<file path="src/rtl/lcd_host_pkg.sv">
package lcd_host_pkg;
  // Nibble position of the next transfer in nibble mode
  typedef enum logic {
    NIB_HI = 1'b0,
    NIB_LO = 1'b1
  } nib_pos_e;
endpackage

</file>
<file path="src/rtl/lcd_en_sync.sv">
module lcd_en_sync #(
  parameter int STAGES = 2
) (
  input  logic clk,
  input  logic rst_n,
  input  logic en_i,
  output logic level_o,
  output logic rise_o,
  output logic fall_o
);
  // STAGES synchroniser flops plus one history flop for edge detection
  logic [STAGES:0] sh_q;

  always_ff @(posedge clk or negedge rst_n) begin
    if (!rst_n) sh_q <= '0;
    else        sh_q <= {sh_q[STAGES-1:0], en_i};
  end

  assign level_o = sh_q[STAGES-1];
  assign rise_o  = sh_q[STAGES-1] & ~sh_q[STAGES];
  assign fall_o  = ~sh_q[STAGES-1] & sh_q[STAGES];
endmodule

</file>
<file path="src/rtl/lcd_wr_assembler.sv">
module lcd_wr_assembler
  import lcd_host_pkg::*;
#(
  parameter int DATA_W = 8
) (
  input  logic              clk,
  input  logic              rst_n,
  input  logic              fall_i,
  input  logic              rs_i,
  input  logic              rw_i,
  input  logic [DATA_W-1:0] d_i,
  input  logic              nibble_i,
  input  logic              load_i,
  output nib_pos_e          pos_o,
  output logic              wr_valid_o,
  output logic              wr_sel_o,
  output logic [DATA_W-1:0] wr_byte_o,
  output logic              rd_valid_o
);
  localparam int NIB_W = DATA_W / 2;

  nib_pos_e           pos_q;
  logic [NIB_W-1:0]   hi_q;
  logic               done;

  // An access finishes on every fall in 8-bit mode, on the second fall in nibble mode
  assign done = fall_i & (~nibble_i | (pos_q == NIB_LO));

  always_ff @(posedge clk or negedge rst_n) begin
    if (!rst_n) begin
      pos_q      <= NIB_HI;
      hi_q       <= '0;
      wr_valid_o <= 1'b0;
      wr_sel_o   <= 1'b0;
      wr_byte_o  <= '0;
      rd_valid_o <= 1'b0;
    end else begin
      wr_valid_o <= 1'b0;
      rd_valid_o <= 1'b0;
      if (load_i) begin
        pos_q <= NIB_HI;
      end else if (fall_i) begin
        if (nibble_i) begin
          pos_q <= (pos_q == NIB_HI) ? NIB_LO : NIB_HI;
          if (pos_q == NIB_HI && !rw_i) hi_q <= d_i[DATA_W-1:NIB_W];
        end
        if (done) begin
          if (!rw_i) begin
            wr_valid_o <= 1'b1;
            wr_sel_o   <= rs_i;
            wr_byte_o  <= nibble_i ? {hi_q, d_i[DATA_W-1:NIB_W]} : d_i;
          end else if (rs_i) begin
            rd_valid_o <= 1'b1;
          end
        end
      end
    end
  end

  assign pos_o = pos_q;
endmodule

</file>
<file path="src/rtl/lcd_rd_mux.sv">
module lcd_rd_mux
  import lcd_host_pkg::*;
#(
  parameter int DATA_W = 8
) (
  input  logic              clk,
  input  logic              rst_n,
  input  logic              rise_i,
  input  logic              level_i,
  input  logic              rs_i,
  input  logic              rw_i,
  input  logic              nibble_i,
  input  nib_pos_e          pos_i,
  input  logic              busy_i,
  input  logic [DATA_W-2:0] addr_i,
  input  logic [DATA_W-1:0] rd_byte_i,
  output logic [DATA_W-1:0] d_o,
  output logic              oe_o
);
  localparam int NIB_W = DATA_W / 2;

  logic [DATA_W-1:0] snap_q;
  logic              oe_q;
  logic              take;

  // Capture a fresh byte at the first enable rise of each access
  assign take = rise_i & (~nibble_i | (pos_i == NIB_HI));

  always_ff @(posedge clk or negedge rst_n) begin
    if (!rst_n) begin
      snap_q <= '0;
      oe_q   <= 1'b0;
    end else begin
      oe_q <= level_i & rw_i;
      if (take) snap_q <= rs_i ? rd_byte_i : {busy_i, addr_i};
    end
  end

  always_comb begin
    if (nibble_i)
      d_o = {(pos_i == NIB_LO) ? snap_q[NIB_W-1:0] : snap_q[DATA_W-1:NIB_W], {NIB_W{1'b0}}};
    else
      d_o = snap_q;
  end

  assign oe_o = oe_q;
endmodule

</file>
<file path="src/rtl/lcd_host_if.sv">
module lcd_host_if
  import lcd_host_pkg::*;
#(
  parameter int DATA_W      = 8,
  parameter int SYNC_STAGES = 2
) (
  input  logic              clk,
  input  logic              rst_n,
  input  logic              bus_rs_i,
  input  logic              bus_rw_i,
  input  logic              bus_en_i,
  input  logic [DATA_W-1:0] bus_d_i,
  output logic [DATA_W-1:0] bus_d_o,
  output logic              bus_d_oe_o,
  input  logic              cfg_nibble_i,
  input  logic              cfg_load_i,
  input  logic              core_busy_i,
  input  logic [DATA_W-2:0] core_addr_i,
  input  logic [DATA_W-1:0] core_rd_byte_i,
  output logic              wr_valid_o,
  output logic              wr_sel_o,
  output logic [DATA_W-1:0] wr_byte_o,
  output logic              rd_valid_o
);
  logic     en_lvl, en_rise, en_fall;
  nib_pos_e pos;

  lcd_en_sync #(.STAGES(SYNC_STAGES)) u_sync (
    .clk     (clk),
    .rst_n   (rst_n),
    .en_i    (bus_en_i),
    .level_o (en_lvl),
    .rise_o  (en_rise),
    .fall_o  (en_fall)
  );

  lcd_wr_assembler #(.DATA_W(DATA_W)) u_wr (
    .clk        (clk),
    .rst_n      (rst_n),
    .fall_i     (en_fall),
    .rs_i       (bus_rs_i),
    .rw_i       (bus_rw_i),
    .d_i        (bus_d_i),
    .nibble_i   (cfg_nibble_i),
    .load_i     (cfg_load_i),
    .pos_o      (pos),
    .wr_valid_o (wr_valid_o),
    .wr_sel_o   (wr_sel_o),
    .wr_byte_o  (wr_byte_o),
    .rd_valid_o (rd_valid_o)
  );

  lcd_rd_mux #(.DATA_W(DATA_W)) u_rd (
    .clk       (clk),
    .rst_n     (rst_n),
    .rise_i    (en_rise),
    .level_i   (en_lvl),
    .rs_i      (bus_rs_i),
    .rw_i      (bus_rw_i),
    .nibble_i  (cfg_nibble_i),
    .pos_i     (pos),
    .busy_i    (core_busy_i),
    .addr_i    (core_addr_i),
    .rd_byte_i (core_rd_byte_i),
    .d_o       (bus_d_o),
    .oe_o      (bus_d_oe_o)
  );
endmodule

</file>
<file path="config.mk">
export PLATFORM = sky130hd
export DESIGN_NAME = lcd_host_if
export DESIGN_NICKNAME = d
export VERILOG_FILES = /design/src/rtl/lcd_host_pkg.sv /design/src/rtl/lcd_en_sync.sv /design/src/rtl/lcd_wr_assembler.sv /design/src/rtl/lcd_rd_mux.sv /design/src/rtl/lcd_host_if.sv
export SDC_FILE = /design/constraint.sdc
export NUM_CORES = 1
export LEC_CHECK = 0
export BUFFER_PORTS_ARGS = -buffer_cell sky130_fd_sc_hd__buf_2
export CELL_PAD_IN_SITES_DETAIL_PLACEMENT = 2
export CELL_PAD_IN_SITES_GLOBAL_PLACEMENT = 2
export CORE_UTILIZATION = 34
export CTS_CLUSTER_SIZE = 8
export DETAILED_ROUTE_END_ITERATION = 16
export PLACE_DENSITY = 0.94
export SETUP_SLACK_MARGIN = 0.4
export SLEW_MARGIN = 20
export SYNTH_ARGS = -nofsm -noshare
export SYNTH_HDL_FRONTEND = slang
export SYNTH_SLANG_ARGS = --single-unit
</file>
<file path="constraint.sdc">
create_clock -name clk -period 2.5 [get_ports clk]
set_input_delay 0.125 -clock clk [delete_from_list [all_inputs] [get_ports clk]]
set_output_delay 0.125 -clock clk [all_outputs]
set_load 0.05 [all_outputs]
</file>
# == Word level (Yosys, flattened, before mapping) ==
# Cells that the tools add are included.
# op_classes
n_bitwise,13
n_reduce_logical,7
muxes,17
# ops
op,n
$mux 8,3
$mux 1,13
$reduce_and 4->1,2
$not 1->1,6
$and 1x1->1,5
$mux 4,1
$reduce_bool 2->1,2
$or 1x1->1,2
$reduce_and 2->1,1
$logic_and 1x1->1,1
$logic_not 1->1,1
# word_totals
inputBits,31
output_inout_bits,20
ff_bits,28
elab_cells,46

# == Logic depth before layout (Yosys ltp) ==
# logic_depth
depth_word,6
ltp_mapped,4
ltp_nobuf,3

# == Hierarchy ==
# From an unflattened synthesis, not the netlist that was laid out.
# unflattened
cells_unflattened,91
hier_area_um2,1421.4
# by_module_without_submodules
mod,cells_each,seq_area_each_um2,instances,area_per_inst_um2
lcd_wr_assembler,49,400.4,1,782.0
lcd_rd_mux,37,225.2,1,549.3
lcd_en_sync,5,75.1,1,90.1

# == Worst setup path after synthesis ==
# No wires, ideal clock.
# synth_path
path_kind,reg-to-reg
start,reg u_sync.sh_q[1]
end,reg u_wr.hi_q[0]
t_required_ps,2375
setup_slack_ps,971
path_buffers,0
path_stages_with_launch,4
synth_period_minus_slack_ps,1529
t_arrival_ps,1404
setup_time_ps,125
path_cell_list,dfrtp_1 nand2b_1 or4b_4 mux2_4
# synth_via
elab_chain_cells,3
# synth_rtl
element,line,source
start: declaration,lcd_en_sync.sv:12,logic [STAGES:0] sh_q;
start signal: assignment,lcd_en_sync.sv:16,"else sh_q <= {sh_q[STAGES-1:0], en_i};"
$not 1->1,lcd_en_sync.sv:21,assign fall_o = ~sh_q[STAGES-1] & sh_q[STAGES];
$and 1x1->1,lcd_en_sync.sv:21,
$reduce_and 4->1 (no line),--,
end signal: assignment,lcd_wr_assembler.sv:45,if (pos_q == NIB_HI && !rw_i) hi_q <= d_i[DATA_W-1:NIB_W];
end: declaration,lcd_wr_assembler.sv:23,logic [NIB_W-1:0] hi_q;
# No other way between the ends.
# A chain may end at the register's enable or synchronous reset.

# == Final worst setup path ==
# layout_path
start,reg u_sync.sh_q[1]
end,reg u_wr.wr_sel_o
# layout_via
elab_chain_cells,4
# layout_rtl
element,line,source
$not 1->1 *,lcd_en_sync.sv:21,
$and 1x1->1 *,lcd_en_sync.sv:21,
$and 1x1->1,lcd_wr_assembler.sv:27,assign done = fall_i & (~nibble_i | (pos_q == NIB_LO));
$reduce_and 4->1 (no line) *,--,
end signal: assignment,lcd_wr_assembler.sv:50,wr_sel_o <= rs_i;
end: declaration,lcd_wr_assembler.sv:16,"output logic wr_sel_o,"
# Every way passes the cells marked *; elsewhere a longest branch is shown, timed or not.

==> impl_metrics.csv <==
group,metric,value,unit
power,p_int,0.844,mW
place,placed_cell_area,1650,um2
cts,clkSinkCount,28,
global_routing,grt_remaining_overflow,0,
sta,maxSlewHeadroom,57.1,%
cells_and_area,final_core_util,45.6,%
drt,drc,0,
place,numPortBuffers,50,
drt,wl_per_cell,16.7,um
cells_and_area,final_cell_mix,"buf_2 (50), mux2_2 (28), dfrtp_1 (28), mux2_4 (13), nor2b_1 (4)",
power,power.density,794,nW/um2
sta,finalSetupTns,0,ns
place,dpl.cell_count,185,
job,maxCapViolCount,0,
worst_setup_path,cp_max_fo,10,
sta,worst_slew_pin_slew,0.643,ns
sta,final-setup-viol-count,0,
drt,drt_iter0_markers,17,
sta,final-max-slew-violation-count,0,
logic_synthesis,syn_area_per_cell,15.1,um2
sta,post-route-period-util,74.2,%
cts,cts_inserted_buffers,3,
sta,fin_crit,1.86,ns
worst_setup_path,timing.rr.start,"u_sync.sh_q[1]",
cells_and_area,area_growth,26.7,%
logic_synthesis,synth_top_family_by_area,"multiplexers",
sta,final_hold_viol_count,0,
logic_synthesis,synth_area_leaders,"dfrtp_1 (52%), mux2_2 (23%), mux2_4 (14%), nor2b_1 (1.9%), nand3b_1 (1.1%)",
drt,ant_nets,0,
logic_synthesis,netlist.area_leader.share,52.0,%
logic_synthesis,yosysWarnings,0,
drt,drt_first_pass_iters,2,
logic_synthesis,synth_nets,120,
worst_setup_path,endpoint_kind,"flop",
sta,rsz0062_at_grt,"no",
cells_and_area,fillers,386,
logic_synthesis,synth_compound_area_share,0,%
drt,vias,939,
cells_and_area,postLayoutCellArea,1710,um2
die,die_width,65.0,um
outcome,status,"completed",
die,io_pins,51,
cells_and_area,final_cells,190,
cells_and_area,n_antenna_cell,0,
power,clkPwrFrac,18.1,%
cts,htreeDepth,1,
worst_setup_path,crit_arrival,2.02,ns
cts,clock_path_buffers,2,
power,leakage,0.871,nW
logic_synthesis,synth_largest_area_cell,"dfrtp_1",
drt,wl,3170,um
global_routing,grt_use_total,16.3,%
place,dp_hpwl,2400,um
worst_setup_path,worst-setup-path-type,"reg2reg",
cts,cts-root-buf,"clkbuf_8",
cts,cts_tree,"built",
worst_setup_path,startpoint_type,"flop",
place,gp_congestion,0.718,
sta,max_freq,539,MHz
hold_path,hp-start,"cfg_load_i",
power,irDropWorstVdd,0.260,mV
logic_synthesis,synth_mux_area_share,37.9,%
logic_synthesis,ys_seq_area_share,52.0,%
logic_synthesis,synthesis.area,1350,um2
cts,clkLatencyLatePin,0.27,ns
drt,routed_via_density,4.94,
hold_path,hp-class,"in2reg",
worst_setup_path,startpoint,"u_sync.sh_q[1]",
global_routing,antenna_found_initial,0,
logic_synthesis,synthAdderAreaFrac,0,%
die,initial_utilization,36.0,%
global_routing,first_global_vias,1008,
die,die_height,65.0,um
sta,clock_skew,0.00200,ns
power,p_seq_share,43.4,%
global_routing,grt_pass1_wl,4960,um
logic_synthesis,ys_ff_latch,28,
cells_and_area,drive_above_1_share,69.0,%
worst_setup_path,required,2.66,ns
power,switchingPower,0.512,mW
die,dieArea,4220,um2
logic_synthesis,synth-simple-area-share,7.80,%
logic_synthesis,synth-xor-area-share,0.650,%
global_routing,grt_max_degree,29,
cts,clk_pin_slew,0.09,ns
cells_and_area,final_nets,175,
power,swShare,37.7,%
logic_synthesis,synthCells,89,
power,combPwrFrac,38.5,%
die,num_rows,22,
die,core,3740,um2
cells_and_area,final_common_cell,"buf_2",
logic_synthesis,synthDistinctLibCells,17,
==> sequential cells by signal, summed over array words and instances, names as in the netlist <==
name             count
u_rd.snap_q          8
u_wr.rd_valid_o      1
u_rd.oe_o            1
u_wr.wr_valid_o      1
u_wr.hi_q            4
u_sync.sh_q          3
u_wr.wr_sel_o        1
u_wr.pos_o           1
u_wr.wr_byte_o       8
==> Yosys cell counts (all sizes together) <==
| master | count |
|---|---|
| nor4 | 1 |
| xor2 | 1 |
| or4 | 1 |
| nand2b | 1 |
| nand2 | 2 |
| buf | 1 |
| inv | 1 |
| or4b | 1 |
| dfrtp | 28 |
| clkbuf | 2 |
| nand3b | 2 |
| nor2b | 5 |
| and2 | 1 |
| mux2 | 41 |
| nor2 | 1 |
==> what timing repair did <==
item	4_1_cts	5_1_grt
hold buffers	2	0
buffers inserted	0	0
hold endpoints to repair	29	0
gates resized for setup	0	0
==> through the flow <==
stage	power, mW	hold WS (ns)	setup slack, ns
2_1_floorplan	0.983	-0.171	0.971
3_3_place_gp	1.10	0.172	0.717
3_5_place_dp	1.12	0.187	0.644
4_1_cts	1.38	0.0415	0.633
5_1_grt	1.42	0.0428	0.583
6_report	1.36	0.0477	0.645
==> power groups by stage <==
| stage | sequential [mW] | clock (mW) | combinational [mW] |
|---|---|---|---|
| 2_1_floorplan | 0.736 | 0 | 0.247 |
| 3_3_place_gp | 0.589 | 0 | 0.511 |
| 3_5_place_dp | 0.598 | 0 | 0.524 |
| 4_1_cts | 0.590 | 0.259 | 0.529 |
| 5_1_grt | 0.598 | 0.275 | 0.549 |
| 6_report | 0.588 | 0.245 | 0.522 |
==> area by class of cell <==
class | count | area [um2] | area share, %
Sequential cell | 28 | 701 | 41.0
Multi-Input combinational cell | 57 | 624 | 36.6
Timing Repair Buffer | 53 | 278 | 16.3
Tap cell | 48 | 60.1 | 3.52
Clock buffer | 3 | 41.3 | 2.42
Inverter | 1 | 3.75 | 0.220
==> cells by family after synthesis <==
group / Yosys count
mux: 41
buf+inv: 4
flops: 28
simple gates: 15
xor+xnor: 1
==> final timing paths <==
check | to | slack, ns | depth (start not counted)
max in group asynchronous | u_wr.wr_byte_o[7] | 1.67 | 2
min in group asynchronous | u_wr.hi_q[2] | 0.41 | 2
worst min register to register | u_sync.sh_q[1] | 0.36 | 0
worst max register to register | u_wr.wr_sel_o | 0.64 | 3
worst max-delay path | u_wr.wr_sel_o | 0.64 | 3
worst min-delay path | u_wr.pos_o | 0.05 | 2
==> layer usage <==
layer  wire [um]  global-route usage [%]  up-vias
li1            -                       -      424
met1        1270                    18.5      472
met2        1700                    29.6       41
met3         174                    3.52        2
met4          22                    5.83        0
met5           0                       0        -
==> critical path: stages, from the launching register on <==
cell and delay, ns:
dfrtp_1 0.43, nand2b_1 0.19, or4_1 0.72, mux2_4 0.41
No activity file was read; power rests on OpenSTA's default activity.
